`config.mk`:
```
export PLATFORM = sky130hd
export DESIGN_NAME = dbuf_stream_writer
export DESIGN_NICKNAME = d
export VERILOG_FILES = /design/src/rtl/dbuf_stream_writer.sv
export SDC_FILE = /design/constraint.sdc
export NUM_CORES = 1
export LEC_CHECK = 0
export BUFFER_PORTS_ARGS = -buffer_cell sky130_fd_sc_hd__buf_2
export CORE_MARGIN = 8
export CORE_UTILIZATION = 56
export CTS_CLUSTER_DIAMETER = 120
export DETAILED_ROUTE_END_ITERATION = 8
export PLACE_DENSITY_LB_ADDON = 0.2
export RECOVER_POWER = 100
export SLEW_MARGIN = 30
export SYNTH_ARGS = -nofsm -noshare
export SYNTH_HDL_FRONTEND = slang
export SYNTH_SLANG_ARGS = --single-unit
export TNS_END_PERCENT = 100
```
`constraint.sdc`:
```
create_clock -name clk -period 2.9 [get_ports clk]
set_input_delay 0.145 -clock clk [delete_from_list [all_inputs] [get_ports clk]]
set_output_delay 0.145 -clock clk [all_outputs]
set_load 0.005 [all_outputs]
```
`src/rtl/dbuf_stream_writer.sv`:
```
module dbuf_stream_writer #(
  parameter int DATA_W    = 32,
  parameter int BURST_LEN = 16,
  parameter int ADDR_W    = 32,
  parameter int DIM_W     = 12,
  parameter int BASE_ADDR = 0
) (
  input  logic              clk,
  input  logic              rst_n,
  input  logic              s_tvalid,
  output logic              s_tready,
  input  logic [DATA_W-1:0] s_tdata,
  input  logic              s_tuser,
  input  logic              s_tlast,
  input  logic [DIM_W-1:0]  cfg_width,
  input  logic [DIM_W-1:0]  cfg_height,
  input  logic              cfg_halt,
  input  logic              restart,
  output logic              m_req_valid,
  input  logic              m_req_ready,
  output logic [ADDR_W-1:0] m_req_addr,
  output logic              m_wvalid,
  input  logic              m_wready,
  output logic [DATA_W-1:0] m_wdata,
  output logic              m_wlast,
  input  logic              m_bvalid,
  output logic              m_bready,
  output logic              burst_done,
  output logic              err_congest,
  output logic              err_frame,
  output logic              halted
);

  localparam int IDX_W       = $clog2(BURST_LEN);
  localparam int BURST_BYTES = BURST_LEN * (DATA_W / 8);
  localparam logic [IDX_W-1:0] LAST_IDX = IDX_W'(BURST_LEN - 1);

  typedef enum logic [2:0] {ST_RESET, ST_IDLE, ST_READ, ST_DONE, ST_ERROR} state_t;
  typedef enum logic [1:0] {PH_ADDR, PH_DATA, PH_RESP} phase_t;

  state_t             state;
  phase_t             ph;
  logic [DATA_W-1:0]  mem [2*BURST_LEN];
  logic [1:0]         full;
  logic               wr_sel, rd_sel;
  logic [IDX_W-1:0]   wr_idx, rd_idx;
  logic [ADDR_W-1:0]  burst_cnt;
  logic [DIM_W-1:0]   col_cnt, line_cnt;
  logic               in_frame;

  logic               beat, wr_last, rel, other_busy, congest;
  logic [DIM_W-1:0]   col_eff, line_base;
  logic               w_bad, h_bad;

  assign s_tready = 1'b1;
  assign beat     = s_tvalid;
  assign wr_last  = beat && (wr_idx == LAST_IDX);
  assign rel      = (state == ST_READ) && (ph == PH_RESP) && m_bvalid;
  assign other_busy = full[!wr_sel] && !(rel && (rd_sel != wr_sel));
  assign congest  = wr_last && other_busy;

  // writer side: buffer fill, ownership, contention
  always_ff @(posedge clk) begin
    if (beat) mem[{wr_sel, wr_idx}] <= s_tdata;
  end

  always_ff @(posedge clk) begin
    if (!rst_n) begin
      wr_sel      <= 1'b0;
      wr_idx      <= '0;
      full        <= '0;
      err_congest <= 1'b0;
    end else begin
      for (int b = 0; b < 2; b++)
        full[b] <= (full[b] && !(rel && (rd_sel == 1'(b)))) ||
                   (wr_last && !other_busy && (wr_sel == 1'(b)));
      wr_idx      <= wr_last ? '0 : wr_idx + IDX_W'(beat);
      if (wr_last && !other_busy) wr_sel <= !wr_sel;
      err_congest <= (err_congest && !restart) || congest;
    end
  end

  // frame size tracking
  assign col_eff   = s_tuser ? '0 : col_cnt;
  assign line_base = s_tuser ? '0 : line_cnt;
  assign w_bad = beat && s_tlast && ((col_eff + DIM_W'(1)) != cfg_width);
  assign h_bad = beat && s_tuser && in_frame && (line_cnt != cfg_height);

  always_ff @(posedge clk) begin
    if (!rst_n || restart) begin
      col_cnt  <= '0;
      line_cnt <= '0;
      in_frame <= 1'b0;
    end else if (beat) begin
      if (s_tuser) in_frame <= 1'b1;
      if (s_tlast) begin
        col_cnt  <= '0;
        line_cnt <= line_base + DIM_W'(1);
      end else begin
        col_cnt  <= col_eff + DIM_W'(1);
        line_cnt <= line_base;
      end
    end
  end

  always_ff @(posedge clk) begin
    if (!rst_n) err_frame <= 1'b0;
    else        err_frame <= (err_frame && !restart) || w_bad || h_bad;
  end

  // main state machine: drain full buffers as bursts
  always_ff @(posedge clk) begin
    if (!rst_n) begin
      state     <= ST_RESET;
      ph        <= PH_ADDR;
      rd_sel    <= 1'b0;
      rd_idx    <= '0;
      burst_cnt <= '0;
    end else begin
      case (state)
        ST_RESET: state <= ST_IDLE;
        ST_IDLE: if (full[rd_sel]) begin
          state  <= ST_READ;
          ph     <= PH_ADDR;
          rd_idx <= '0;
        end
        ST_READ: case (ph)
          PH_ADDR: if (m_req_ready) ph <= PH_DATA;
          PH_DATA: if (m_wready) begin
            if (rd_idx == LAST_IDX) ph <= PH_RESP;
            else rd_idx <= rd_idx + IDX_W'(1);
          end
          default: if (m_bvalid) begin
            rd_sel    <= !rd_sel;
            burst_cnt <= burst_cnt + ADDR_W'(1);
            state     <= ST_DONE;
          end
        endcase
        ST_DONE: state <= (cfg_halt && (err_congest || err_frame)) ? ST_ERROR : ST_IDLE;
        ST_ERROR: if (restart) state <= ST_IDLE;
        default: state <= ST_IDLE;
      endcase
    end
  end

  assign m_req_valid = (state == ST_READ) && (ph == PH_ADDR);
  assign m_req_addr  = ADDR_W'(BASE_ADDR) + burst_cnt * ADDR_W'(BURST_BYTES);
  assign m_wvalid    = (state == ST_READ) && (ph == PH_DATA);
  assign m_wdata     = mem[{rd_sel, rd_idx}];
  assign m_wlast     = m_wvalid && (rd_idx == LAST_IDX);
  assign m_bready    = (state == ST_READ) && (ph == PH_RESP);
  assign burst_done  = (state == ST_DONE);
  assign halted      = (state == ST_ERROR);

  a_r5_done_after_resp: assert property (@(posedge clk) disable iff (!rst_n)
    burst_done |-> $past(m_bvalid && m_bready));
  a_r5_done_pulse: assert property (@(posedge clk) disable iff (!rst_n)
    burst_done |=> !burst_done);
  a_r6_no_write_into_full: assert property (@(posedge clk) disable iff (!rst_n)
    beat |-> !full[wr_sel]);
  a_r3_req_held: assert property (@(posedge clk) disable iff (!rst_n)
    m_req_valid && !m_req_ready |=> m_req_valid && $stable(m_req_addr));
  a_r9_halt_holds: assert property (@(posedge clk) disable iff (!rst_n)
    halted && !restart |=> halted && !m_req_valid);
  a_r7_frame_err_sticky: assert property (@(posedge clk) disable iff (!rst_n)
    err_frame && !restart |=> err_frame);

endmodule

```
**After elaboration in Yosys (flattened, before gate mapping)**

Memory sizes are Yosys's and may differ from the RTL's.
Index checks and enable logic that the tools add are counted.

- $add $sub $neg: 5
- Reduce and logical (&&, ||, !) cells: 48
- Multiplexer cells: 27
- Bitwise operators: 4
- Div/mod/pow operators: 0
- Order comparisons: 2
- Equality and inequality tests: 22
- Shifts and indexed selects: 0
- $mul: 0

Operators by type and width:

| cell | number |
|---|---|
| $mux 12 | 4 |
| $add 32x1->32 const B | 1 |
| $add 12x1->12 const B | 2 |
| $logic_and 1x1->1 | 24 |
| $ne 12x12->1 | 2 |
| $mux 4 | 4 |
| $mux 3 | 5 |
| $ne 2x2->1 const B | 6 |
| $pmux 3 s4 | 1 |
| $eq 4x4->1 const B | 2 |
| $logic_not 1->1 | 8 |
| $mux 2 | 4 |
| $pmux 2 s2 | 2 |
| $pmux 4 s2 | 1 |
| $logic_or 1x1->1 | 7 |
| $eq 3x2->1 const B | 2 |
| $mux 1 | 6 |
| $ne 3x3->1 const B | 2 |
| $reduce_and 6->1 | 1 |
| $reduce_and 5->1 | 1 |
| $add 4x1->4 | 1 |
| $add 4x1->4 const B | 1 |
| $lt 1x2->1 const B | 2 |
| $not 1->1 | 4 |
| other kinds (14) | 15 |

- Bits in latches: 0
- ROM bits: 0
- Output and inout bits: 73
- Memories kept: 1
- Memory bits (writable): 1024
- Input port bits: 66
- Flip-flop bits (word level): 76
- Word-level logic and storage cells: 122

Memories:

| memory | words | bits a word | rd ports | clocked after memory_dff | write ports | line | text |
|---|---|---|---|---|---|---|---|
| mem | 32 | 32 | 1 | 0 | 1 | 43 | `logic [DATA_W-1:0] mem [2*BURST_LEN];` |

**Logic depth before layout (Yosys ltp)**

Gate-level depths: netlist (run 1).

- Word-level depth: 10
- Mapped depth: 10
- Depth with buffers taken out: 8

**Worst setup path before layout (run 1)**

OpenSTA, ideal clock, no wires.

- Path kind: register -> register
- Start: reg wr_sel
- End: mem mem[19][0] (enable)
- Setup time: 421 ps
- Data arrival time: 2441 ps
- Clock period less this slack: 2862 ps
- Slack: 38 ps
- Path buffers: 1
- Cell stages (with the launch flop): 4
- Data required time: 2479 ps
- Cells stage by stage: dfxtp_1 clkbuf_1 or3b_2 nor2_1

RTL lines:

| element | line | text |
|---|---|---|
| start, declared | 45 | `logic wr_sel, rd_sel;` |
| start signal, assigned | 78 | `if (wr_last && !other_busy) wr_sel <= !wr_sel;` |
| end, declared | 43 |  |

No word-level cell before the write port.

**Worst setup path after layout (run 1)**

- Start: reg rd_idx[0]
- End: out m_wdata[12]

- Cells in the longest elaborated chain, start to end: 1

RTL lines:

| element | line | text |
|---|---|---|
| start, declared | 46 | `logic [IDX_W-1:0] wr_idx, rd_idx;` |
| start signal, assigned | 131 | `else rd_idx <= rd_idx + IDX_W'(1);` |
| $mem_v2 32x32 | - |  |
| end, declared | 24 | `output logic [DATA_W-1:0] m_wdata,` |

No other way between the ends.

==> results.cfg, run 1 <==
[floorplan]
die_w_um = 293
ioPinCount = 139
fp-row-count = 101
die_h_um = 293
start_util_pct = 56.6
fp.dieArea_um2 = 86000
core_area_um2 = 76100

[timing]
slew_headroom_pct = 7.58
fin_crit_sh_pct = 104
worst_clock_skew_ns = 0.0166
hold_slack_ns = 0.0286
fin_crit_ns = 3.03
setup_viol = 31
rsz0062_at_grt = true
drv_slew = 0
hold_violations = 0
worst_slack_ns = -0.130
clock.fmax_mhz = 330
worst_pin_slew_ns = 1.39

[logic_synthesis]
synth_area_leader_cell = edfxtp_1
synth_area_leaders = edfxtp_1, mux4_2, dfxtp_1
synth_edf_count = 1024
ys_seq_elements = 1094
synthFlopType = edfxtp_1
yosysMostFrequentCell = edfxtp_1
syn_inst = 2059
synthArstFlopShare_pct = 0
syn_avg_cell_area_um2 = 20.9
ys_warn_count = 0
synth_cell_type_count = 65
synth_commonest_cells = edfxtp_1, mux4_2, nand2_1
syn-cell-area_um2 = 43100
yosysSeqAreaShare_pct = 74.7
synth_top_area_share_pct = 71.4

[job]
cap_violations = 0

[outcome]
status = complete, but fails checks
violations = negative setup slack

[global_route]
grt_max_degree = 46
grt_first_pass_wirelength_mm = 151
track_usage_pct = 23.9
antenna_found_initial = 1
grt_overflow = 0
grt_pass1_vias = 22632

[final_layout]
fillCellCount = 4919
drive_above_1_share_pct = 31.7
seq_area_um2 = 32200
fin_area_um2 = 50700
nets = 2459
syn_to_final_growth_pct = 17.6
multi_input_area_um2 = 10600

[clock_network]
cts_buffers = 106
worstSkewPairLatency_ns = 0.67
tritoncts = yes
h-tree-depth = 3
clock_sinks = 1094
path_clk_slew_ns = 0.06
cts_buffer_depth = 3
clock-root-buffer = clkbuf_16

[placed_design]
place_congestion = 0.792
dpl_cell_area_um2 = 45900
numPortBuffers = 131
dp_hpwl_mm = 57.2

[power_and_ir_drop]
power_mw = 31.7
powerDensity_nw_per_um2 = 625
seqPwrFrac_pct = 54.9
swShare_pct = 19.9
p_comb_share_pct = 2.5
vdd.ir_drop.worst_uv = 594
p_switching_mw = 6.31
p_int_mw = 25.4
leakagePower_nw = 15.9
pwr-share-clk_pct = 42.5

[route]
drc = 0
drt-vias-per-instance = 6.27
vias = 21940
postRouteAntennaNets = 0
drtPass1Iterations = 5
drt-initial-drc-count = 2250
wire_per_inst_um = 29.6
drt_wl_total_mm = 103

[worst_setup_path]
critPathMaxStageDelay_ns = 0.54
worstSetupPathType = reg -> out
crit_chain = buf_12 > buf_16 > buf_16 > mux4_2 > mux4_2 > nand2_2 > nand2_2 > buf_2
arrival_ns = 2.88
start_kind = register
cpMaxStageDelayCell = mux4_2
end_kind = output port
path_max_fanout = 8
worst_ep_required_time_ns = 2.76

[hold_path]
hp-class = in -> reg
==> cells in the final DEF (no fill, tap or decap), types with 29 or more instances in the layout <==
cell type	instances
edfxtp_1	1024
mux4_2	320
clkbuf_16	118
nand2_1	102
clkbuf_1	81
buf_4	79
buf_2	71
dfxtp_1	65
dlygate4sd3_1	42
nor2_1	40
buf_12	35
nand2_2	34
nand3_1	34
nor2_4	32
xnor2_1	29
==> sequential cells by signal, summed over array words and instances, names as in the netlist <==
name         count
state            3
err_frame        1
col_cnt         12
full             2
in_frame         1
rd_idx           4
wr_sel           1
err_congest      1
burst_cnt       26
mem           1024
wr_idx           4
ph               2
line_cnt        12
rd_sel           1
==> routing by layer <==
| layer | routed length (um) | up-vias | part of all wire (%) | GRT usage (%) |
|---|---|---|---|---|
| met2 | 51300 | 1057 | 50 | 39.5 |
| li1 | - | 9140 | - | - |
| met4 | 2170 | 0 | 2.1 | 6.10 |
| met1 | 41700 | 11599 | 40 | 33.4 |
| met5 | 0 | - | 0 | 0 |
| met3 | 8330 | 144 | 8.1 | 4.17 |
==> metrics by stage <==
step / instances / TNS (ns) / util, % / setup WS [ns]
global placement: 3219 / 0 / 60.3 / 0.426
floorplan: 2064 / 0 / - / 0.0378
finish: 3501 / -2.26 / 66.6 / -0.130
global route: 3499 / -4.70 / 66.6 / -0.189
detailed placement: 3219 / 0 / 60.3 / 0.173
CTS: 3490 / -3.54 / 66.4 / -0.163
==> worst paths after layout <==
path	slack [ns]	endpoint	cells past startpoint	from
max	-0.13	m_wdata[12]	8	rd_idx[0]
min	0.03	col_cnt[1]	4	s_tvalid
max reg2reg	0.19	err_frame	8	col_cnt[0]
min reg2reg	0.47	in_frame	2	in_frame
==> kinds of logic (layout without fill, tap and decap cells) <==
logic type | count (synthesis) | in the layout | synth area share, %
AO/OA/AOI/OAI | 71 | 71 | 1.12
XOR/XNOR | 57 | 57 | 1.16
adder cells (fa/ha/maj) | 6 | 6 | 0.174
buffers and inverters | 123 | 528 | 1.57
flip-flops | 1094 | 1094 | 74.7
multiplexers | 329 | 329 | 17.0
other | 2 | 9 | 0.0174
AND/OR/NAND/NOR | 377 | 377 | 4.34
==> critical path, delay by kind of cell (launching register included) <==
family	cells	cell delay [ns]
DFF	1	0.38
buffers and inverters	4	0.61
muxes	2	1.05
and+or+nand+nor	2	0.15
==> area by class of cell <==
type	count	share of cell area (%)
flip-flops and latches	1094	63.5
well taps	1030	2.54
inverters	11	0.0815
repair buffers	327	6.32
diodes	2	0.00988
clock buffers	133	5.60
clock inverters	57	1.07
multi-input cells	847	20.9
==> power groups by stage <==
stage / Combinational [mW] / Sequential [mW] / Clock (mW)
after floorplan: 0.315 / 17.7 / 0
after CTS: 0.803 / 17.4 / 13.7
after global routing: 0.868 / 17.4 / 14.2
final: 0.806 / 17.4 / 13.5
after detailed placement: 0.733 / 17.7 / 0
after global placement: 0.702 / 17.7 / 0
==> repair_timing <==
action	4_1_cts	5_1_grt
hold buffers	42	0
endpoints found under the hold margin	1032	0
pin swaps	7	8
buffers inserted	27	4
endpoints found under the setup margin	32	33
cloned	13	9
resized for setup	58	30
Note: power is estimated with default switching activity, not from simulation.
==> run 2: changes to the inputs <==
CORE_ASPECT_RATIO = 0.5   (was not set)
==> results.cfg, run 2 (synthesis results as in run 1) <==
[final_layout]
top_regs = mem x1024, burst_cnt x26
largest_register_ffs = 1024
multi_input_area_um2 = 10400
fin_area_um2 = 50000
syn_to_final_growth_pct = 16.1
n_antenna_cell = 0
instances_no_fill = 3492
seq_area_um2 = 32200
drive_above_1_share_pct = 30.0
layout_commonest_cell = edfxtp_1
regMostFlops = mem
layout_common_cells = edfxtp_1, mux4_2, clkbuf_16, nand2_1, clkbuf_1
nets = 2453
fillCellCount = 5007

[hold_path]
min_from = m_req_ready
hold_path_end = ph[0]
holdPathStages = 5
hp-class = in -> reg

[job]
cap_violations = 0

[worst_setup_path]
arrival_ns = 2.93
timing.rr.end = err_frame
path_max_fanout = 8
worstSetupPathType = reg -> out
r2r-start = col_cnt[0]
r2r_slack_ns = 0.11
critPathMaxStageDelay_ns = 0.53
start_kind = register
crit_chain = buf_4 > buf_12 > buf_16 > mux4_2 > mux4_2 > nand2_2 > nand2_2 > buf_2
reg2regPathDepth = 8
end_kind = output port
worst_ep_required_time_ns = 2.76
cpMaxStageDelayCell = mux4_2

[outcome]
violations = negative setup slack
status = complete, but fails checks

[placed_design]
dp_hpwl_mm = 60.1
place_congestion = 0.834
numPortBuffers = 131
dpl_cell_area_um2 = 45900
place_inst = 3230

[floorplan]
fp-row-count = 72
core_area_um2 = 76700
start_util_pct = 56.2
die_w_um = 408
die_h_um = 212
fp.dieArea_um2 = 86600
ioPinCount = 139

[global_route]
antenna_found_initial = 0
met3_usage_pct = 5.96
track_usage_pct = 25.3
grt_pass1_vias = 22074
grt_overflow = 0
grt_first_pass_wirelength_mm = 157
grt_max_degree = 67
grt-busiest-layer = met1
met2_usage_pct = 37.6
use_met1_pct = 38.6

[clock_network]
clock_sinks = 1094
h-tree-depth = 3
cts_buffers = 92
tritoncts = yes
clock-root-buffer = clkbuf_16
cts_buffer_depth = 3
path_clk_slew_ns = 0.07
worstSkewPairLatency_ns = 0.68

[power_and_ir_drop]
powerDensity_nw_per_um2 = 615
vdd.ir_drop.worst_uv = 431
leakagePower_nw = 15.6
power_mw = 30.7

[timing]
hold_violations = 0
fin_crit_sh_pct = 106
slew_headroom_pct = 2.55
worst_clock_skew_ns = 0.0151
worst_pin_slew_ns = 1.46
setup_viol = 55
worst_slack_ns = -0.173
clock.fmax_mhz = 325
drv_slew = 0
tns_ns = -5.47
fin_crit_ns = 3.07
rsz0062_at_grt = true

[route]
drt-initial-drc-count = 3071
drt_wl_total_mm = 111
drtPass1Iterations = 5
vias = 22440
postRouteAntennaNets = 0
drc = 0
wire_per_inst_um = 31.7
drt-vias-per-instance = 6.43
-- run 2: critical path, delay by kind of cell, from the launching register on --
| kind | cells | cell delay (ns) |
|---|---|---|
| flops | 1 | 0.37 |
| buf+inv | 4 | 0.62 |
| mux | 2 | 1.03 |
| simple gates | 2 | 0.21 |
-- run 2: worst max-delay path by stage --
stage                from          end  cells after the start
4_1_cts         rd_idx[0]  m_wdata[14]                      8
3_3_place_gp    rd_idx[0]   m_wdata[8]                      7
5_1_grt         rd_idx[0]   m_wdata[6]                      8
2_1_floorplan      wr_sel   mem[19][0]                      3
6_report        rd_idx[0]   m_wdata[6]                      8
3_5_place_dp   col_cnt[0]    err_frame                      8
-- run 2: report_power, final --
part	switching [mW]	internal, mW
logic	0.526	0.282
registers	0.0387	17.3
clock network	5.67	6.87
-- run 2: repair_timing --
item                                    4_1_cts  5_1_grt
endpoints found under the hold margin      1041        0
pin swaps                                     6        9
endpoints found under the setup margin       32       33
setup buffers                                17       11
cloned                                       15        7
hold buffers                                 46        0
resized for setup                            65       42
-- run 2: metrics by stage --
stage | util, % | setup WS (ns) | hold WS, ns
after floorplan | - | 0.0378 | 0.244
after global placement | 59.9 | 0.370 | 0.450
after detailed placement | 59.9 | 0.271 | 0.468
after CTS | 65.6 | -0.232 | 0.00453
after global routing | 65.2 | -0.252 | 0.0934
final | 65.2 | -0.173 | 0.0556
-- run 2: cell type report --
type,instances,area share [%]
clock inverter,64,1.15
multi-input combinational,847,20.8
clock buffer,105,4.87
sequential,1094,64.4
inverter,11,0.0826
tap,1036,2.59
timing repair buffer,335,6.15
-- run 2: metal layers --
metal  up-vias  wire length, um
met5         -                0
li1       9119                -
met3       131            12600
met2      1405            49800
met1     11785            46100
met4         0             2190
